==> src/rtl/eel_pkg.sv <==
package eel_pkg;
    typedef enum logic [2:0] {
        ST_IDLE,
        ST_RD,
        ST_WR,
        ST_BLO,
        ST_BHI,
        ST_BDAT
    } eel_state_e;

    localparam logic [1:0] IDX_CTRL = 2'd0;
    localparam logic [1:0] IDX_ADDR = 2'd1;
    localparam logic [1:0] IDX_DATA = 2'd2;
    localparam logic [1:0] IDX_BASE = 2'd3;

    localparam int CB_WR    = 0;
    localparam int CB_RD    = 1;
    localparam int CB_BURST = 2;
endpackage

==> src/rtl/eel_regs.sv <==
module eel_regs #(
    parameter int EE_AW  = 16,
    parameter int DW     = 8,
    parameter int BASE_W = 9,
    parameter int RW     = 16
) (
    input  logic              clk,
    input  logic              rst_n,
    input  logic              wr,
    input  logic [1:0]        widx,
    input  logic [RW-1:0]     wdata,
    input  logic              busy,
    input  logic              ld,
    input  logic [DW-1:0]     ld_val,
    output logic [EE_AW-1:0]  addr_q,
    output logic [DW-1:0]     data_q,
    output logic [BASE_W-1:0] base_q
);
    import eel_pkg::*;

    typedef struct packed {
        logic [EE_AW-1:0]  addr;
        logic [DW-1:0]     data;
        logic [BASE_W-1:0] base;
    } regs_t;

    regs_t r_d, r_q;
    logic  wr_ok;

    assign wr_ok = wr && !busy;

    always_comb begin
        r_d = r_q;
        if (wr_ok) begin
            case (widx)
                IDX_ADDR: r_d.addr = wdata[EE_AW-1:0];
                IDX_DATA: r_d.data = wdata[DW-1:0];
                IDX_BASE: r_d.base = wdata[BASE_W-1:0];
                default:  ;
            endcase
        end
        if (ld) r_d.data = ld_val;
    end

    always_ff @(posedge clk or negedge rst_n) begin
        if (!rst_n) r_q <= '0;
        else        r_q <= r_d;
    end

    assign addr_q = r_q.addr;
    assign data_q = r_q.data;
    assign base_q = r_q.base;
endmodule

==> src/rtl/eel_engine.sv <==
module eel_engine #(
    parameter int EE_AW  = 16,
    parameter int DW     = 8,
    parameter int MEM_AW = 24,
    parameter int BASE_W = 9
) (
    input  logic              clk,
    input  logic              rst_n,
    input  logic              ctrl_wr,
    input  logic [2:0]        ctrl_bits,
    input  logic [EE_AW-1:0]  addr_q,
    input  logic [DW-1:0]     data_q,
    input  logic [BASE_W-1:0] base_q,
    input  logic              ee_ack,
    input  logic [DW-1:0]     ee_rdata,
    output logic              busy,
    output logic [2:0]        pend,
    output logic              data_ld,
    output logic              ee_req,
    output logic              ee_we,
    output logic [EE_AW-1:0]  ee_addr,
    output logic [DW-1:0]     ee_wdata,
    output logic              mem_we,
    output logic [MEM_AW-1:0] mem_addr,
    output logic [DW-1:0]     mem_wdata
);
    import eel_pkg::*;

    localparam int OFS_W = EE_AW - 1;

    typedef struct packed {
        eel_state_e        st;
        logic [EE_AW-1:0]  ptr;
        logic [EE_AW-1:0]  rec;
        logic              mwe;
        logic [MEM_AW-1:0] maddr;
        logic [DW-1:0]     mdata;
    } eng_t;

    eng_t e_d, e_q;

    always_comb begin
        e_d     = e_q;
        e_d.mwe = 1'b0;
        case (e_q.st)
            ST_IDLE: begin
                if (ctrl_wr) begin
                    if (ctrl_bits[CB_RD])         e_d.st = ST_RD;
                    else if (ctrl_bits[CB_WR])    e_d.st = ST_WR;
                    else if (ctrl_bits[CB_BURST]) e_d.st = ST_BLO;
                end
            end
            ST_RD, ST_WR: begin
                if (ee_ack) begin
                    e_d.st  = ST_IDLE;
                    e_d.ptr = addr_q + 1'b1;
                end
            end
            ST_BLO: begin
                if (ee_ack) begin
                    e_d.rec[DW-1:0] = ee_rdata;
                    e_d.ptr         = e_q.ptr + 1'b1;
                    e_d.st          = ST_BHI;
                end
            end
            ST_BHI: begin
                if (ee_ack) begin
                    e_d.ptr             = e_q.ptr + 1'b1;
                    e_d.rec[EE_AW-1:DW] = ee_rdata;
                    if ({ee_rdata, e_q.rec[DW-1:0]} == {EE_AW{1'b1}}) e_d.st = ST_IDLE;
                    else                                             e_d.st = ST_BDAT;
                end
            end
            ST_BDAT: begin
                if (ee_ack) begin
                    e_d.ptr   = e_q.ptr + 1'b1;
                    e_d.mwe   = 1'b1;
                    e_d.maddr = {base_q, e_q.rec[OFS_W-1:0]};
                    e_d.mdata = ee_rdata;
                    e_d.st    = ST_BLO;
                end
            end
            default: e_d.st = ST_IDLE;
        endcase
    end

    always_ff @(posedge clk or negedge rst_n) begin
        if (!rst_n) e_q <= '{st: ST_IDLE, default: '0};
        else        e_q <= e_d;
    end

    assign busy             = (e_q.st != ST_IDLE);
    assign pend[CB_RD]      = (e_q.st == ST_RD);
    assign pend[CB_WR]      = (e_q.st == ST_WR);
    assign pend[CB_BURST]   = (e_q.st == ST_BLO) || (e_q.st == ST_BHI) || (e_q.st == ST_BDAT);
    assign data_ld          = (e_q.st == ST_RD) && ee_ack;
    assign ee_req           = busy;
    assign ee_we            = (e_q.st == ST_WR);
    assign ee_addr          = (pend[CB_RD] || pend[CB_WR]) ? addr_q : e_q.ptr;
    assign ee_wdata         = data_q;
    assign mem_we           = e_q.mwe;
    assign mem_addr         = e_q.maddr;
    assign mem_wdata        = e_q.mdata;
endmodule

==> src/rtl/eeprom_loader.sv <==
module eeprom_loader #(
    parameter int EE_AW  = 16,
    parameter int DW     = 8,
    parameter int MEM_AW = 24,
    parameter int RW     = 16
) (
    input  logic              clk,
    input  logic              rst_n,
    input  logic              reg_wr,
    input  logic [1:0]        reg_addr,
    input  logic [RW-1:0]     reg_wdata,
    output logic [RW-1:0]     reg_rdata,
    output logic              ee_req,
    output logic              ee_we,
    output logic [EE_AW-1:0]  ee_addr,
    output logic [DW-1:0]     ee_wdata,
    input  logic              ee_ack,
    input  logic [DW-1:0]     ee_rdata,
    output logic              mem_we,
    output logic [MEM_AW-1:0] mem_addr,
    output logic [DW-1:0]     mem_wdata
);
    import eel_pkg::*;

    localparam int BASE_W = MEM_AW - (EE_AW - 1);

    logic              busy;
    logic [2:0]        pend;
    logic              data_ld;
    logic [EE_AW-1:0]  addr_q;
    logic [DW-1:0]     data_q;
    logic [BASE_W-1:0] base_q;
    logic              ctrl_wr;

    assign ctrl_wr = reg_wr && (reg_addr == IDX_CTRL);

    eel_regs #(.EE_AW(EE_AW), .DW(DW), .BASE_W(BASE_W), .RW(RW)) u_regs (
        .clk    (clk),
        .rst_n  (rst_n),
        .wr     (reg_wr),
        .widx   (reg_addr),
        .wdata  (reg_wdata),
        .busy   (busy),
        .ld     (data_ld),
        .ld_val (ee_rdata),
        .addr_q (addr_q),
        .data_q (data_q),
        .base_q (base_q)
    );

    eel_engine #(.EE_AW(EE_AW), .DW(DW), .MEM_AW(MEM_AW), .BASE_W(BASE_W)) u_eng (
        .clk       (clk),
        .rst_n     (rst_n),
        .ctrl_wr   (ctrl_wr),
        .ctrl_bits (reg_wdata[2:0]),
        .addr_q    (addr_q),
        .data_q    (data_q),
        .base_q    (base_q),
        .ee_ack    (ee_ack),
        .ee_rdata  (ee_rdata),
        .busy      (busy),
        .pend      (pend),
        .data_ld   (data_ld),
        .ee_req    (ee_req),
        .ee_we     (ee_we),
        .ee_addr   (ee_addr),
        .ee_wdata  (ee_wdata),
        .mem_we    (mem_we),
        .mem_addr  (mem_addr),
        .mem_wdata (mem_wdata)
    );

    always_comb begin
        reg_rdata = '0;
        case (reg_addr)
            IDX_CTRL: reg_rdata[3:0]        = {busy, pend};
            IDX_ADDR: reg_rdata[EE_AW-1:0]  = addr_q;
            IDX_DATA: reg_rdata[DW-1:0]     = data_q;
            default:  reg_rdata[BASE_W-1:0] = base_q;
        endcase
    end
endmodule

==> config.mk <==
export PLATFORM = sky130hd
export DESIGN_NAME = eeprom_loader
export DESIGN_NICKNAME = d
export VERILOG_FILES = /design/src/rtl/eel_pkg.sv /design/src/rtl/eel_regs.sv /design/src/rtl/eel_engine.sv /design/src/rtl/eeprom_loader.sv
export SDC_FILE = /design/constraint.sdc
export NUM_CORES = 1
export LEC_CHECK = 0
export CAP_MARGIN = 40
export CORE_MARGIN = 5
export CORE_UTILIZATION = 28
export CTS_CLUSTER_DIAMETER = 200
export DETAILED_ROUTE_END_ITERATION = 6
export HOLD_SLACK_MARGIN = 0.05
export PLACE_DENSITY_LB_ADDON = 0.12
export REMOVE_ABC_BUFFERS = 1
export SLEW_MARGIN = 10
export SYNTH_ARGS = -nofsm -noshare
export SYNTH_HDL_FRONTEND = slang
export SYNTH_SLANG_ARGS = --single-unit
==> constraint.sdc <==
create_clock -name clk -period 1.8 [get_ports clk]
set_clock_uncertainty 0.2 [all_clocks]
set_input_delay 0.27 -clock clk [delete_from_list [all_inputs] [get_ports clk]]
set_output_delay 0.27 -clock clk [all_outputs]
set_load 0.005 [all_outputs]
==> results.sh <==
export IMPL_violations="negative setup slack"
export IMPL_syn_to_final_growth_pct=61.10
export IMPL_die_area_mm2=0.02224
export IMPL_synth_xor_area_share_pct=2.262
export IMPL_p_per_area_mw_per_mm2=1466
export IMPL_fmax_mhz=432.8
export IMPL_wl_met3_um=786
export IMPL_core_rowCount=50
export IMPL_grt_pass1_vias=5095
export IMPL_synth_compound_area_share_pct=8.472
export IMPL_worstSetupStartpointType="flop"
export IMPL_detail_route_iter0_violations=344
export IMPL_p_leak_nw=4.112
export IMPL_min_period_ns=2.311
export IMPL_n_antenna_cell=0
export IMPL_drc=0
export IMPL_wl_met1_um=8476
export IMPL_seq_area_frac_synth_pct=46.17
export IMPL_end_kind="primary output"
export IMPL_yosys_top_cells_area="dfrtp_1, nand2_1, mux2_2, buf_4, mux2_4"
export IMPL_cts_buffers=9
export IMPL_worstSetupPathType="reg -> out"
export IMPL_routed_wl_um=18550
export IMPL_cts_buffer_depth=2
export IMPL_core_area_mm2=0.01889
export IMPL_setup_ws_ns=-0.5108
export IMPL_grt_pass1_wl_um=29120
export IMPL_viasPerCell=4.733
export IMPL_routedWlPerCell_um=18.22
export IMPL_ios=105
export IMPL_cts_tree="done"
export IMPL_top_layer="met4"
export IMPL_yosysTopAreaCell="dfrtp_1"
export IMPL_route_met2_wl_um=9000
export IMPL_synth_top_family_by_area="simple AND/OR/NAND/NOR gates"
export IMPL_max_vdd_ir_drop_v=0.0005749
export IMPL_die_width_um=149.1
export IMPL_postRouteAntennaNets=0
export IMPL_cp_arrival_ns=1.84
export IMPL_synthCells=549
export IMPL_overflow=0
export IMPL_grt_max_degree=57
export IMPL_rsz0062_at_grt="true"
export IMPL_clk_latency_ns=0.35
export IMPL_cts_sinks=100
export IMPL_ys_ff_latch=100
export IMPL_yosysWarningCount=0
export IMPL_path_max_fanout=4
export IMPL_path_clk_slew_ns=0.07
export IMPL_fin_setup_tns_ns=-20.70
export IMPL_drv_cap=0
export IMPL_synth_fa_ha_area_share_pct=0.4617
export IMPL_hold_path_class="in -> async"
export IMPL_synth_area_mm2=0.005420
export IMPL_root_buffer="clkbuf_16"
export IMPL_synth_area_mux_share_pct=12.77
export IMPL_layout_nets=785
export IMPL_run_status="finished, violations left"
export IMPL_nFillCells=1820
export IMPL_ys_flop_type="dfrtp_1"
export IMPL_synth_area_per_cell_um2=9.873
export IMPL_grt_use_total_pct=16.83
export IMPL_tightest_slew_ns=0.4397
export IMPL_synth_top_area_share_pct=46.17
export IMPL_vias=4818
export IMPL_initial_utilization_pct=28.69
export IMPL_place_congestion=0.8323
export IMPL_yosysMostFrequentCell="nand2_1"
export IMPL_synth_edf_count=0
export IMPL_drt_pass1_iter_count=4
export IMPL_dp_slack_ns=-0.7040
export IMPL_async_flop_share_pct=100.0
export IMPL_required_ns=1.33
export IMPL_antenna_found_initial=0
export IMPL_portBuffers=104
export IMPL_ys_types=62
export IMPL_finalCritPeriodShare_pct=128.4
export IMPL_drive_gt1_share_pct=47.10
export IMPL_die_y_um=149.1
export IMPL_hold_viol_final=0
export IMPL_slew_violations=0
export IMPL_synth_common_cells="nand2_1, dfrtp_1, mux2_2"
export IMPL_setup_viol=112
export IMPL_slew_headroom_pct=70.58
export IMPL_synth_simple_area_share_pct=21.81
export IMPL_dp_hpwl_um=12720
export IMPL_ctsHtreeMaxLevel=3
[kinds of logic after synthesis]
kind of cell / after synthesis
fa+ha+maj: 2
compound gates: 67
xor+xnor: 14
buf+inv: 66
mux: 55
flops: 100
simple gates: 245
[what timing repair did]
item                                    CTS  global route
buffers inserted                         26            26
pin swaps                                30            51
hold buffers                              1             0
gates resized for setup                 264           124
gates cloned                              8             0
hold endpoints to repair                100             0
endpoints found under the setup margin  130           131
[final timing paths]
kind / from / endpoint / slack, ns / depth (start not counted)
setup / recovery: u_eng.e_q[66] / reg_rdata[3] / -0.51 / 5
hold / removal: rst_n / u_eng.mem_addr[23] / 0.09 / 2
setup reg to reg: u_eng.e_q[66] / u_eng.e_q[53] / -0.28 / 9
hold reg to reg: u_eng.mem_addr[1] / u_eng.mem_addr[1] / 0.27 / 2
max in group asynchronous: rst_n / u_eng.e_q[65] / 0.75 / 3
min in group clk: u_eng.mem_addr[1] / u_eng.mem_addr[1] / 0.27 / 2
[power by group]
group / switching, mW / leakage [nW] / total (mW) / internal (mW)
clock: 0.940 / 0.157 / 2.21 / 1.27
sequential: 0.838 / 1.27 / 3.97 / 3.13
combinational: 2.70 / 2.68 / 6.62 / 3.93
[worst max-delay path, cell delays in order, from the launching register on]
cell	delay, ns
dfrtp_2	0.45
buf_6	0.14
nor3_4	0.23
inv_2	0.06
mux4_2	0.46
buf_6	0.14
[metal layers]
layer	vias to the layer above	track usage, %
met5	-	0
met4	0	5.217
met3	14	2.796
met2	100	26.84
met1	2421	23.44
li1	2283	-
[final cells by class]
class                           instances  area [um^2]  share of cell area, %
Multi-Input combinational cell        383         3019                  34.58
Sequential cell                       100         2507                  28.71
Timing Repair Buffer                  250         2500                  28.63
Tap cell                              260        325.3                  3.725
Clock buffer                           10        239.0                  2.737
Clock inverter                          6        95.09                  1.089
Inverter                                9        46.29                 0.5302
[placed cells by master (no fill, tap or decap), types with 6 or more instances in the layout]
cell / netlist / layout
mux2_4: 8 / 23
a21oi_1: 8 / 6
nand2_4: 0 / 15
buf_6: 7 / 54
clkdlybuf4s50_1: 0 / 59
buf_2: 8 / 8
o21ai_1: 1 / 11
and2_1: 7 / 7
nand2_2: 1 / 35
mux2_2: 41 / 26
inv_1: 7 / 7
nand4_1: 10 / 10
nor2_1: 18 / 16
nand2_1: 153 / 104
a22o_1: 7 / 7
buf_12: 0 / 14
dlygate4sd2_1: 0 / 9
nand3_1: 14 / 10
dfrtp_1: 100 / 96
clkbuf_16: 0 / 9
buf_4: 33 / 92
xor2_1: 9 / 8
a31oi_1: 11 / 9
and3_1: 7 / 6
[state kept, by name, summed over array words and instances (netlist names)]
| signal | cells |
|---|---|
| u_eng.mem_we | 1 |
| u_eng.e_q | 34 |
| u_regs.addr_q | 16 |
| u_eng.mem_wdata | 8 |
| u_regs.base_q | 9 |
| u_regs.data_q | 8 |
| u_eng.mem_addr | 24 |
[per-stage QoR]
| stage | power, mW | instance area, um^2 | hold WS, ns | cells | util (%) |
|---|---|---|---|---|---|
| global route | 13.59 | 8732 | 0.1102 | 1018 | 46.22 |
| detailed placement | 9.486 | 7264 | -0.09496 | 962 | 38.45 |
| global placement | 9.433 | 7264 | -0.09806 | 962 | 38.45 |
| floorplan | 6.091 | 5017 | -0.2256 | 492 | - |
| CTS | 12.61 | 8353 | 0.1004 | 1009 | 44.21 |
| finish | 12.80 | 8732 | 0.08835 | 1018 | 46.22 |
(Power assumes the default switching activity.)
